**src/rtl/lsq_pkg.sv**
```systemverilog
`timescale 1ns/1ps
package lsq_pkg;

    typedef enum logic [1:0] {
        ADM_OK      = 2'd0,
        ADM_LQ_FULL = 2'd1,
        ADM_SQ_FULL = 2'd2
    } adm_status_e;

    typedef struct packed {
        logic rd;
        logic wr;
        logic fx;
    } mem_op_t;

    localparam int LNK_N   = 4;
    localparam int LNK_RD  = 0;
    localparam int LNK_RDB = 1;
    localparam int LNK_WR  = 2;
    localparam int LNK_WRB = 3;

    function automatic logic is_mem(mem_op_t op);
        return op.rd | op.wr;
    endfunction

    function automatic logic is_plain_rd(mem_op_t op);
        return op.rd & ~op.wr & ~op.fx;
    endfunction

endpackage

```
**src/rtl/lsq_occupancy.sv**
```systemverilog
`timescale 1ns/1ps
module lsq_occupancy #(
    parameter int SIZE  = 4,
    parameter int CNT_W = 4
) (
    input  logic             clk,
    input  logic             rst,
    input  logic             alloc,
    input  logic             free_one,
    output logic             full,
    output logic [CNT_W-1:0] used
);
    localparam logic [CNT_W-1:0] CNT_MAX = {CNT_W{1'b1}};

    logic [CNT_W-1:0] cnt_q;
    logic             dec;

    assign dec  = free_one && (cnt_q != '0);
    assign used = cnt_q;

    generate
        if (SIZE == 0) begin : g_unbounded
            assign full = 1'b0;
        end else begin : g_bounded
            assign full = (cnt_q == CNT_W'(SIZE));
        end
    endgenerate

    always_ff @(posedge clk) begin
        if (rst) begin
            cnt_q <= '0;
        end else if (alloc && !dec && cnt_q != CNT_MAX) begin
            cnt_q <= cnt_q + 1'b1;
        end else if (dec && !alloc) begin
            cnt_q <= cnt_q - 1'b1;
        end
    end
endmodule

```
**src/rtl/lsq_group_ctx.sv**
```systemverilog
`timescale 1ns/1ps
module lsq_group_ctx
    import lsq_pkg::*;
#(
    parameter int GID_W = 4
) (
    input  logic             clk,
    input  logic             rst,
    input  logic             accept,
    input  mem_op_t          op,
    input  logic             join_grp,
    input  logic [GID_W-1:0] grp,
    output logic [GID_W-1:0] last_rd,
    output logic [GID_W-1:0] last_rdb,
    output logic [GID_W-1:0] last_wr,
    output logic [GID_W-1:0] last_wrb,
    output logic             rd_open,
    output logic [GID_W-1:0] next_id
);
    localparam logic [GID_W-1:0] ID_MAX = {GID_W{1'b1}};

    always_ff @(posedge clk) begin
        if (rst) begin
            last_rd  <= '0;
            last_rdb <= '0;
            last_wr  <= '0;
            last_wrb <= '0;
            rd_open  <= 1'b0;
            next_id  <= GID_W'(1);
        end else if (accept && is_mem(op)) begin
            if (!join_grp) begin
                next_id <= (next_id == ID_MAX) ? GID_W'(1) : next_id + 1'b1;
            end
            if (is_plain_rd(op)) begin
                last_rd <= grp;
                rd_open <= 1'b1;
            end else begin
                rd_open <= 1'b0;
                if (op.fx) begin
                    if (op.rd) last_rdb <= grp;
                    if (op.wr) last_wrb <= grp;
                end else begin
                    if (op.rd) last_rd <= grp;
                    if (op.wr) last_wr <= grp;
                end
            end
        end
    end
endmodule

```
**src/rtl/lsq_link_gen.sv**
```systemverilog
`timescale 1ns/1ps
module lsq_link_gen
    import lsq_pkg::*;
#(
    parameter int GID_W = 4
) (
    input  logic                   emit,
    input  mem_op_t                op,
    input  logic                   no_alias,
    input  logic [GID_W-1:0]       last_rd,
    input  logic [GID_W-1:0]       last_rdb,
    input  logic [GID_W-1:0]       last_wr,
    input  logic [GID_W-1:0]       last_wrb,
    output logic [LNK_N-1:0]       v,
    output logic [LNK_N-1:0]       d,
    output logic [LNK_N*GID_W-1:0] g
);
    logic wr_v, rd_v, rdb_v, wrb_v;
    logic rd_uses_wr;

    always_comb begin
        rd_uses_wr = op.rd && !no_alias;
        wr_v  = (last_wr != '0) && (op.wr || rd_uses_wr);
        rd_v  = (last_rd != '0) && (op.wr || (op.rd && op.fx))
                && !(wr_v && last_rd == last_wr);
        rdb_v = op.rd && (last_rdb != '0);
        wrb_v = op.wr && (last_wrb != '0) && !(rdb_v && last_rdb == last_wrb);

        v = '0;
        if (emit) begin
            v[LNK_RD]  = rd_v;
            v[LNK_RDB] = rdb_v;
            v[LNK_WR]  = wr_v;
            v[LNK_WRB] = wrb_v;
        end
        d          = '0;
        d[LNK_RDB] = 1'b1;
        d[LNK_WR]  = rd_uses_wr;
        d[LNK_WRB] = 1'b1;
        g = {last_wrb, last_wr, last_rdb, last_rd};
    end
endmodule

```
**src/rtl/lsq_dispatch.sv**
```systemverilog
`timescale 1ns/1ps
module lsq_dispatch
    import lsq_pkg::*;
#(
    parameter int LQ_SIZE = 4,
    parameter int SQ_SIZE = 3,
    parameter int CNT_W   = 4,
    parameter int GID_W   = 4
) (
    input  logic                   clk,
    input  logic                   rst,
    input  logic                   op_valid,
    input  logic                   op_may_load,
    input  logic                   op_may_store,
    input  logic                   op_side_eff,
    input  logic                   cfg_no_alias,
    input  logic                   grp_avail,
    input  logic                   ld_retire,
    input  logic                   st_commit,
    output logic                   op_ready,
    output logic [1:0]             op_status,
    output logic [GID_W-1:0]       op_grp,
    output logic [LNK_N-1:0]       lnk_valid,
    output logic [LNK_N-1:0]       lnk_data,
    output logic [LNK_N*GID_W-1:0] lnk_grp
);
    mem_op_t          op;
    adm_status_e      status;
    logic             lq_full, sq_full;
    logic [CNT_W-1:0] lq_used, sq_used;
    logic [GID_W-1:0] last_rd, last_rdb, last_wr, last_wrb, next_id;
    logic             rd_open, join_grp, accept;

    assign op = '{rd: op_may_load, wr: op_may_store, fx: op_side_eff};

    always_comb begin
        status = ADM_OK;
        if (op.rd && lq_full)      status = ADM_LQ_FULL;
        else if (op.wr && sq_full) status = ADM_SQ_FULL;
    end

    assign join_grp  = is_plain_rd(op) && rd_open && (last_rd != '0);
    assign op_status = status;
    assign op_ready  = (status == ADM_OK) && (!is_mem(op) || join_grp || grp_avail);
    assign accept    = op_valid && op_ready;
    assign op_grp    = !is_mem(op) ? '0 : (join_grp ? last_rd : next_id);

    lsq_occupancy #(.SIZE(LQ_SIZE), .CNT_W(CNT_W)) u_lq (
        .clk(clk), .rst(rst), .alloc(accept && op.rd), .free_one(ld_retire),
        .full(lq_full), .used(lq_used)
    );

    lsq_occupancy #(.SIZE(SQ_SIZE), .CNT_W(CNT_W)) u_sq (
        .clk(clk), .rst(rst), .alloc(accept && op.wr), .free_one(st_commit),
        .full(sq_full), .used(sq_used)
    );

    lsq_group_ctx #(.GID_W(GID_W)) u_ctx (
        .clk(clk), .rst(rst), .accept(accept), .op(op), .join_grp(join_grp),
        .grp(op_grp), .last_rd(last_rd), .last_rdb(last_rdb), .last_wr(last_wr),
        .last_wrb(last_wrb), .rd_open(rd_open), .next_id(next_id)
    );

    lsq_link_gen #(.GID_W(GID_W)) u_lnk (
        .emit(accept && is_mem(op) && !join_grp), .op(op), .no_alias(cfg_no_alias),
        .last_rd(last_rd), .last_rdb(last_rdb), .last_wr(last_wr), .last_wrb(last_wrb),
        .v(lnk_valid), .d(lnk_data), .g(lnk_grp)
    );
endmodule

```
**config.mk**
```make
export PLATFORM = sky130hd
export DESIGN_NAME = lsq_dispatch
export DESIGN_NICKNAME = d
export VERILOG_FILES = /design/src/rtl/lsq_pkg.sv /design/src/rtl/lsq_occupancy.sv /design/src/rtl/lsq_group_ctx.sv /design/src/rtl/lsq_link_gen.sv /design/src/rtl/lsq_dispatch.sv
export SDC_FILE = /design/constraint.sdc
export NUM_CORES = 1
export LEC_CHECK = 0
export ABC_CLOCK_PERIOD_IN_PS = 3400
export BUFFER_PORTS_ARGS = -buffer_cell sky130_fd_sc_hd__buf_2
export CAP_MARGIN = 40
export CORE_MARGIN = 2
export CORE_UTILIZATION = 50
export DETAILED_ROUTE_END_ITERATION = 12
export PLACE_DENSITY = 0.74
export SYNTH_ARGS = -nofsm -noshare
export SYNTH_HDL_FRONTEND = slang
export SYNTH_SLANG_ARGS = --single-unit
```
**constraint.sdc**
```tcl
create_clock -name clk -period 3.4 [get_ports clk]
set_input_delay 0.34 -clock clk [delete_from_list [all_inputs] [get_ports clk]]
set_output_delay 0.34 -clock clk [all_outputs]
set_load 0.02 [all_outputs]
```
Yosys cells after proc, flatten, opt, wreduce, memory -nomap -nowiden:

Cells that the tools add are included.

* bits in latches: 0
* register bits after elaboration: 29
* memory bits (read-only): 0
* RAM bits: 0
* memories kept: 0
* output and inout bits: 31

* $lt $le $gt $ge: 0
* bitwise logic cells: 7
* reductions and logical operators: 56
* eq/ne operators: 8
* $mul: 0
* add/sub/neg operators: 5
* multiplexer cells: 14
* div/mod/pow operators: 0
* shift operators: 0

Operators with widths (number)
* 2-to-1 mux 4 bit: 11
* logical AND 1 bit: 28
* nonzero test 4 bit: 6
* adder 4 x 1 -> 4 bit (second input constant): 3
* AND reduction 4 bit: 3
* zero test 1 bit: 9
* == test 4 bit: 2
* != test 4 bit (second input constant): 2
* subtractor 4 x 1 -> 4 bit (second input constant): 2
* nonzero test 2 bit: 3
* == test 4 x 2 -> 1 bit (second input constant): 1
* == test 4 x 3 -> 1 bit (second input constant): 1
* == test 4 bit (second input constant): 1
* logical OR 1 bit: 4
* 2-to-1 mux 2 bit: 2
* NOT 1 bit: 4
* AND reduction 3 bit: 1
* AND 1 bit: 2
* zero test 2 bit: 1
* != test 2 x 1 -> 1 bit (second input constant): 1
* AND reduction 2 bit: 1
* 2-to-1 mux 1 bit: 1
* bitwise OR 1 bit: 1

Depth between registers and ports, before layout:

* depth after elaboration: 14
* depth in mapped cells: 11
* mapped depth without buffers: 10

Modules after synthesis:

Synthesis repeated with hierarchy kept, for this count alone.

* cell total of the unflattened synthesis: 235
* area total of the unflattened synthesis: 2083.2 um^2

By module, submodules not included
* lsq_group_ctx: seq. area each 420.4 um^2, instances 1, cells an instance 83, area each 823.3 um^2
* lsq_occupancy (u_sq): seq. area each 80.1 um^2, instances 1, cells an instance 43, area each 387.9 um^2
* lsq_occupancy (u_lq): seq. area each 80.1 um^2, instances 1, cells an instance 40, area each 366.6 um^2
* lsq_link_gen: seq. area each 0.0 um^2, instances 1, cells an instance 48, area each 337.8 um^2
* lsq_dispatch: seq. area each 0.0 um^2, instances 1, cells an instance 21, area each 167.7 um^2

Worst setup path after synthesis:

OpenSTA, ideal clock, no wires.

* kind: register to register
* start point: reg u_ctx.last_rd[0]
* end point: reg u_lq.cnt_q[3] (netlist: u_lq.used[3])
* period minus slack after synthesis: 3.022 ns
* data required time: 3.279 ns
* setup time: 0.121 ns
* arrival: 2.901 ns
* slack: 0.378 ns
* path buffers: 0
* stages on the path, launching flop included: 10
* cells stage by stage: dfxtp_1 nor4_4 o221a_2 nor4_2 nand2_1 ha_1 a21o_1 a21o_1 a32oi_1 mux2_2

* word-level cells in the longest chain between the ends: 10
* elaborated cells on any way between the ends: 13
* those cells by class: mux: 1; reduce/logical: 12

Ends and longest elaborated chain
* start, declared: RTL line lsq_group_ctx.sv:13 `output logic [GID_W-1:0] last_rd,`
* start signal, assigned: RTL line lsq_group_ctx.sv:35 `last_rd <= grp;`
* start signal, assigned: RTL line lsq_group_ctx.sv:43 `if (op.rd) last_rd <= grp;`
* nonzero test 4 bit (*): RTL line lsq_dispatch.sv:42 `assign join_grp = is_plain_rd(op) && rd_open && (last_rd != '0);`
* logical AND 1 bit (*): RTL line lsq_dispatch.sv:42
* logical OR 1 bit (*) (2 in a row): RTL line lsq_dispatch.sv:44 `assign op_ready = (status == ADM_OK) && (!is_mem(op) || join_grp || grp_avail);`
* logical AND 1 bit (*): RTL line lsq_dispatch.sv:44
* logical AND 1 bit (*): RTL line lsq_dispatch.sv:45 `assign accept = op_valid && op_ready;`
* logical AND 1 bit (*): RTL line lsq_dispatch.sv:49 `.clk(clk), .rst(rst), .alloc(accept && op.rd), .free_one(ld_retire),`
* logical AND 1 bit or zero test 1 bit (tied branches): RTL line lsq_occupancy.sv:32, lsq_occupancy.sv:34
* logical AND 1 bit, on equally long branches: RTL line lsq_occupancy.sv:32, lsq_occupancy.sv:34
* 2-to-1 mux 4 bit or nonzero test 2 bit (tied branches)
* end signal, assigned: RTL line lsq_occupancy.sv:33 `cnt_q <= cnt_q + 1'b1;`
* end signal, assigned: RTL line lsq_occupancy.sv:35 `cnt_q <= cnt_q - 1'b1;`
* end, declared: RTL line lsq_occupancy.sv:15 `logic [CNT_W-1:0] cnt_q;`

Mark *: on every way between the ends. The rest lies on a longest branch, timed or not.
A chain may end at the register's enable or synchronous reset.

Worst setup path after layout:

* start point: reg u_ctx.last_rd[0]
* end point: out lnk_valid[0]

* word-level cells in the longest chain between the ends: 9
* elaborated cells on any way between the ends: 15
* those cells by class: eq/ne: 1; mux: 1; reduce/logical: 13

Ends and longest elaborated chain
* nonzero test 4 bit: RTL line lsq_link_gen.sv:24, lsq_dispatch.sv:42
* logical AND 1 bit: RTL line lsq_dispatch.sv:42
* logical OR 1 bit (2 in a row): RTL line lsq_dispatch.sv:44
* logical AND 1 bit: RTL line lsq_dispatch.sv:44
* logical AND 1 bit: RTL line lsq_dispatch.sv:45
* logical AND 1 bit (2 in a row): RTL line lsq_dispatch.sv:65 `.emit(accept && is_mem(op) && !join_grp), .op(op), .no_alias(cfg_no_alias),`
* 2-to-1 mux 4 bit (*): RTL line lsq_link_gen.sv:30 `if (emit) begin`
* end, declared: RTL line lsq_dispatch.sv:23 `output logic [LNK_N-1:0] lnk_valid,`

Marked as above.

==> results.sh <==
export IMPL_p_total_mw=1.11
export IMPL_fin_nets=276
export IMPL_layout_cells_non_filler=308
export IMPL_cts_tree="built"
export IMPL_drtAntennaViolNets=0
export IMPL_area_growth_pct=14.6
export IMPL_start_kind="flip-flop"
export IMPL_reg2reg_depth=9
export IMPL_clk_pin_slew_ns=0.07
export IMPL_ir_drop_mv=0.352
export IMPL_htreeDepth=2
export IMPL_fin_skew_ns=0.00653
export IMPL_initial_utilization_pct=51.4
export IMPL_die_h_um=65.1
export IMPL_crit_required_ns=3.06
export IMPL_routedWlPerCell_um=14.4
export IMPL_reg2reg_slack_ns=0.69
export IMPL_p_leak_nw=0.882
export IMPL_core_area_mm2=0.00363
export IMPL_port_buffers=37
export IMPL_io_pins=41
export IMPL_dp_cells=300
export IMPL_drc=0
export IMPL_place_congestion=0.835
export IMPL_hold_path_class="primary input to flip-flop"
export IMPL_drive_gt1_share_pct=23.5
export IMPL_fmax_mhz=359
export IMPL_drv_cap=0
export IMPL_synth_seq_area_share_pct=31.1
export IMPL_root_buffer="clkbuf_8"
export IMPL_fin_crit_ns=2.79
export IMPL_hold_viol_final=0
export IMPL_drt_wl_total_mm=4.44
export IMPL_maxSlewViolCount=0
export IMPL_antenna_cells=0
export IMPL_setup_ws_ns=0.611
export IMPL_synth_xor_area_share_pct=4.69
export IMPL_chipWidth_um=65.1
export IMPL_power_density_mw_per_mm2=521
export IMPL_synth_top_family_by_area="simple AND/OR/NAND/NOR gates"
export IMPL_synth_simple_area_share_pct=24.6
export IMPL_grt_setup_unrepaired="no"
export IMPL_synth_top_cell_area_share_pct=31.1
export IMPL_drtPass1Iterations=4
export IMPL_fill_cells=354
export IMPL_postSynthAreaPerCell_um2=8.23
export IMPL_yosysTopAreaCell="dfxtp_1"
export IMPL_clkSinkCount=29
export IMPL_status="finished clean"
export IMPL_drt_initial_drc_count=124
export IMPL_post_cts_buffers=0
export IMPL_holdPathStages=3
export IMPL_cts_resized=0
export IMPL_async_flop_share_pct=0
export IMPL_grt_max_degree=38
export IMPL_r2r_end="u_lq.used[3]$_SDFFE_PP0P_"
export IMPL_min_from="op_side_eff"
export IMPL_synth_compound_area_share_pct=22.6
export IMPL_ctsLongestPathBuffers=2
export IMPL_cts_buffers=5
export IMPL_maxSlewHeadroom_pct=48.1
export IMPL_via_count=1782
export IMPL_arrival_ns=2.45
export IMPL_worstPathMaxFanout=10
export IMPL_synth_area_mm2=0.00187
export IMPL_worstReg2RegStart="u_ctx.rd_open$_SDFFE_PP0P_"
export IMPL_post_dp_hpwl_mm=3.15
export IMPL_std_cell_rows=22
export IMPL_fin_hold_ws_ns=0.486
export IMPL_critPathKind="flip-flop to output port"
export IMPL_synth_distinct_cells=40
export IMPL_end_kind="output port"
export IMPL_ys_top_cells_by_area="dfxtp_1, a21oi_1, o21ai_0"
export IMPL_die_area_mm2=0.00424
export IMPL_finalSetupViolations=0
export IMPL_period_share_pct=82.0
export IMPL_antenna_found_initial=0
export IMPL_clkLatencyLatePin_ns=0.28
export IMPL_netlist_instances=227
export IMPL_grt_util_all_layers_pct=22.6
export IMPL_cts_hold_buf=0
export IMPL_synth_ff_latch_count=29
export IMPL_yosys_most_used_dff="dfxtp_1"
export IMPL_fin_setup_tns_ns=0
export IMPL_worstMarginPinSlew_ns=0.772
export IMPL_yosys_area_share_adder_pct=5.49
export IMPL_hold_path_end="u_ctx.last_rdb[0]$_SDFFE_PP0P_"
export IMPL_synth_edf_count=0
export IMPL_viasPerCell=5.79
export IMPL_synthMuxAreaShare_pct=5.76
export IMPL_first_global_vias=1597
export IMPL_grt_pass1_wl_mm=7.54
export IMPL_grt_overflow_total=0
export IMPL_yosys_warnings=0
export IMPL_pre_cts_slack_ns=0.420
## synth_stat cells, types with 5 or more instances
cell      number
nand2_1       12
ha_1           5
nor2_1        13
a21oi_1       26
dfxtp_1       29
mux2_2         6
or4_1          5
nand2b_1       5
nand3_1       18
xnor2_1       10
nor2b_1       10
o21ai_0       23
clkbuf_1       9
## power breakdown
part           leakage, nW  total (mW)  internal [mW]  switching, mW
combinational        0.602       0.388          0.198          0.190
sequential           0.236       0.453          0.382         0.0707
clock               0.0439       0.274          0.141          0.133
total                0.882        1.11          0.721          0.394
## cell families (layout without fill, tap and decap cells)
logic type | count (synthesis) | in the layout
buffers and inverters | 20 | 52
other | 2 | 3
multiplexers | 10 | 10
adder cells (fa/ha/maj) | 7 | 7
flip-flops | 29 | 29
XOR/XNOR | 10 | 10
AO/OA/AOI/OAI | 69 | 69
AND/OR/NAND/NOR | 80 | 80
## worst max-delay path, stage by stage (launching register included)
cell,delay (ns)
dfxtp_1,0.37
nor4_4,0.43
o22ai_1,0.14
or4_1,0.62
nor4_1,0.38
buf_2,0.23
## worst max path at each step
stage | startpoint | end | slack [ns] | cells past startpoint
floorplan | u_ctx.last_rd[0]$_SDFFE_PP0P_ | u_lq.used[3]$_SDFFE_PP0P_ | 0.38 | 9
global placement | op_side_eff | u_lq.used[3]$_SDFFE_PP0P_ | 0.52 | 10
detailed placement | op_side_eff | u_sq.used[3]$_SDFFE_PP0P_ | 0.42 | 10
CTS | u_ctx.last_rd[0]$_SDFFE_PP0P_ | lnk_valid[0] | 0.63 | 5
global route | u_ctx.last_rd[0]$_SDFFE_PP0P_ | lnk_valid[0] | 0.43 | 5
finish | u_ctx.last_rd[0]$_SDFFE_PP0P_ | lnk_valid[0] | 0.61 | 5
## cell usage in the layout (no fill, tap or decap), types with 3 or more instances in the layout
cell / synthesis / routed
clkbuf_8: 0 / 5
a21oi_1: 26 / 26
buf_4: 4 / 3
or4_1: 5 / 5
nor2_1: 13 / 13
mux2i_1: 4 / 4
o41ai_1: 4 / 4
nor2b_1: 10 / 10
o22ai_1: 3 / 3
nand3_1: 18 / 18
o21ai_0: 23 / 23
nand2_1: 12 / 12
a21o_1: 4 / 4
inv_1: 4 / 4
buf_2: 2 / 37
xnor2_1: 10 / 10
conb_1: 2 / 3
mux2_2: 6 / 6
nor3_1: 3 / 3
nand2b_1: 5 / 5
dfxtp_1: 29 / 29
nor4_2: 3 / 3
ha_1: 5 / 5
## flip-flops by register name, summed over array words and instances (netlist names)
| signal | flops |
|---|---|
| u_ctx.last_rd | 4 |
| u_ctx.last_rdb | 4 |
| u_ctx.last_wr | 4 |
| u_ctx.last_wrb | 4 |
| u_ctx.next_id | 4 |
| u_lq.used | 4 |
| u_sq.used | 4 |
| u_ctx.rd_open | 1 |
## area by class of cell
type | instances | area (µm²) | area share, %
timing repair buffer | 40 | 208 | 9.70
tap | 48 | 60.1 | 2.81
inverter | 4 | 15.0 | 0.701
clock inverter | 3 | 17.5 | 0.818
multi-input combinational | 179 | 1190 | 55.6
sequential | 29 | 581 | 27.1
clock buffer | 5 | 68.8 | 3.21
## per-layer routing
metal / wire [µm] / GRT usage, % / vias up
li1: - / - / 893
met1: 2010 / 30.3 / 834
met2: 2140 / 37.0 / 50
met3: 254 / 3.77 / 5
met4: 46 / 7.55 / 0
met5: 0 / 0 / -
## per-stage QoR
stage	area [µm²]	utilization, %
final	2140	58.9
after global routing	2140	58.9
after CTS	2140	58.9
after detailed placement	2050	56.5
after global placement	2050	56.5
after floorplan	1870	-
No activity file was read; power rests on OpenSTA's default activity.
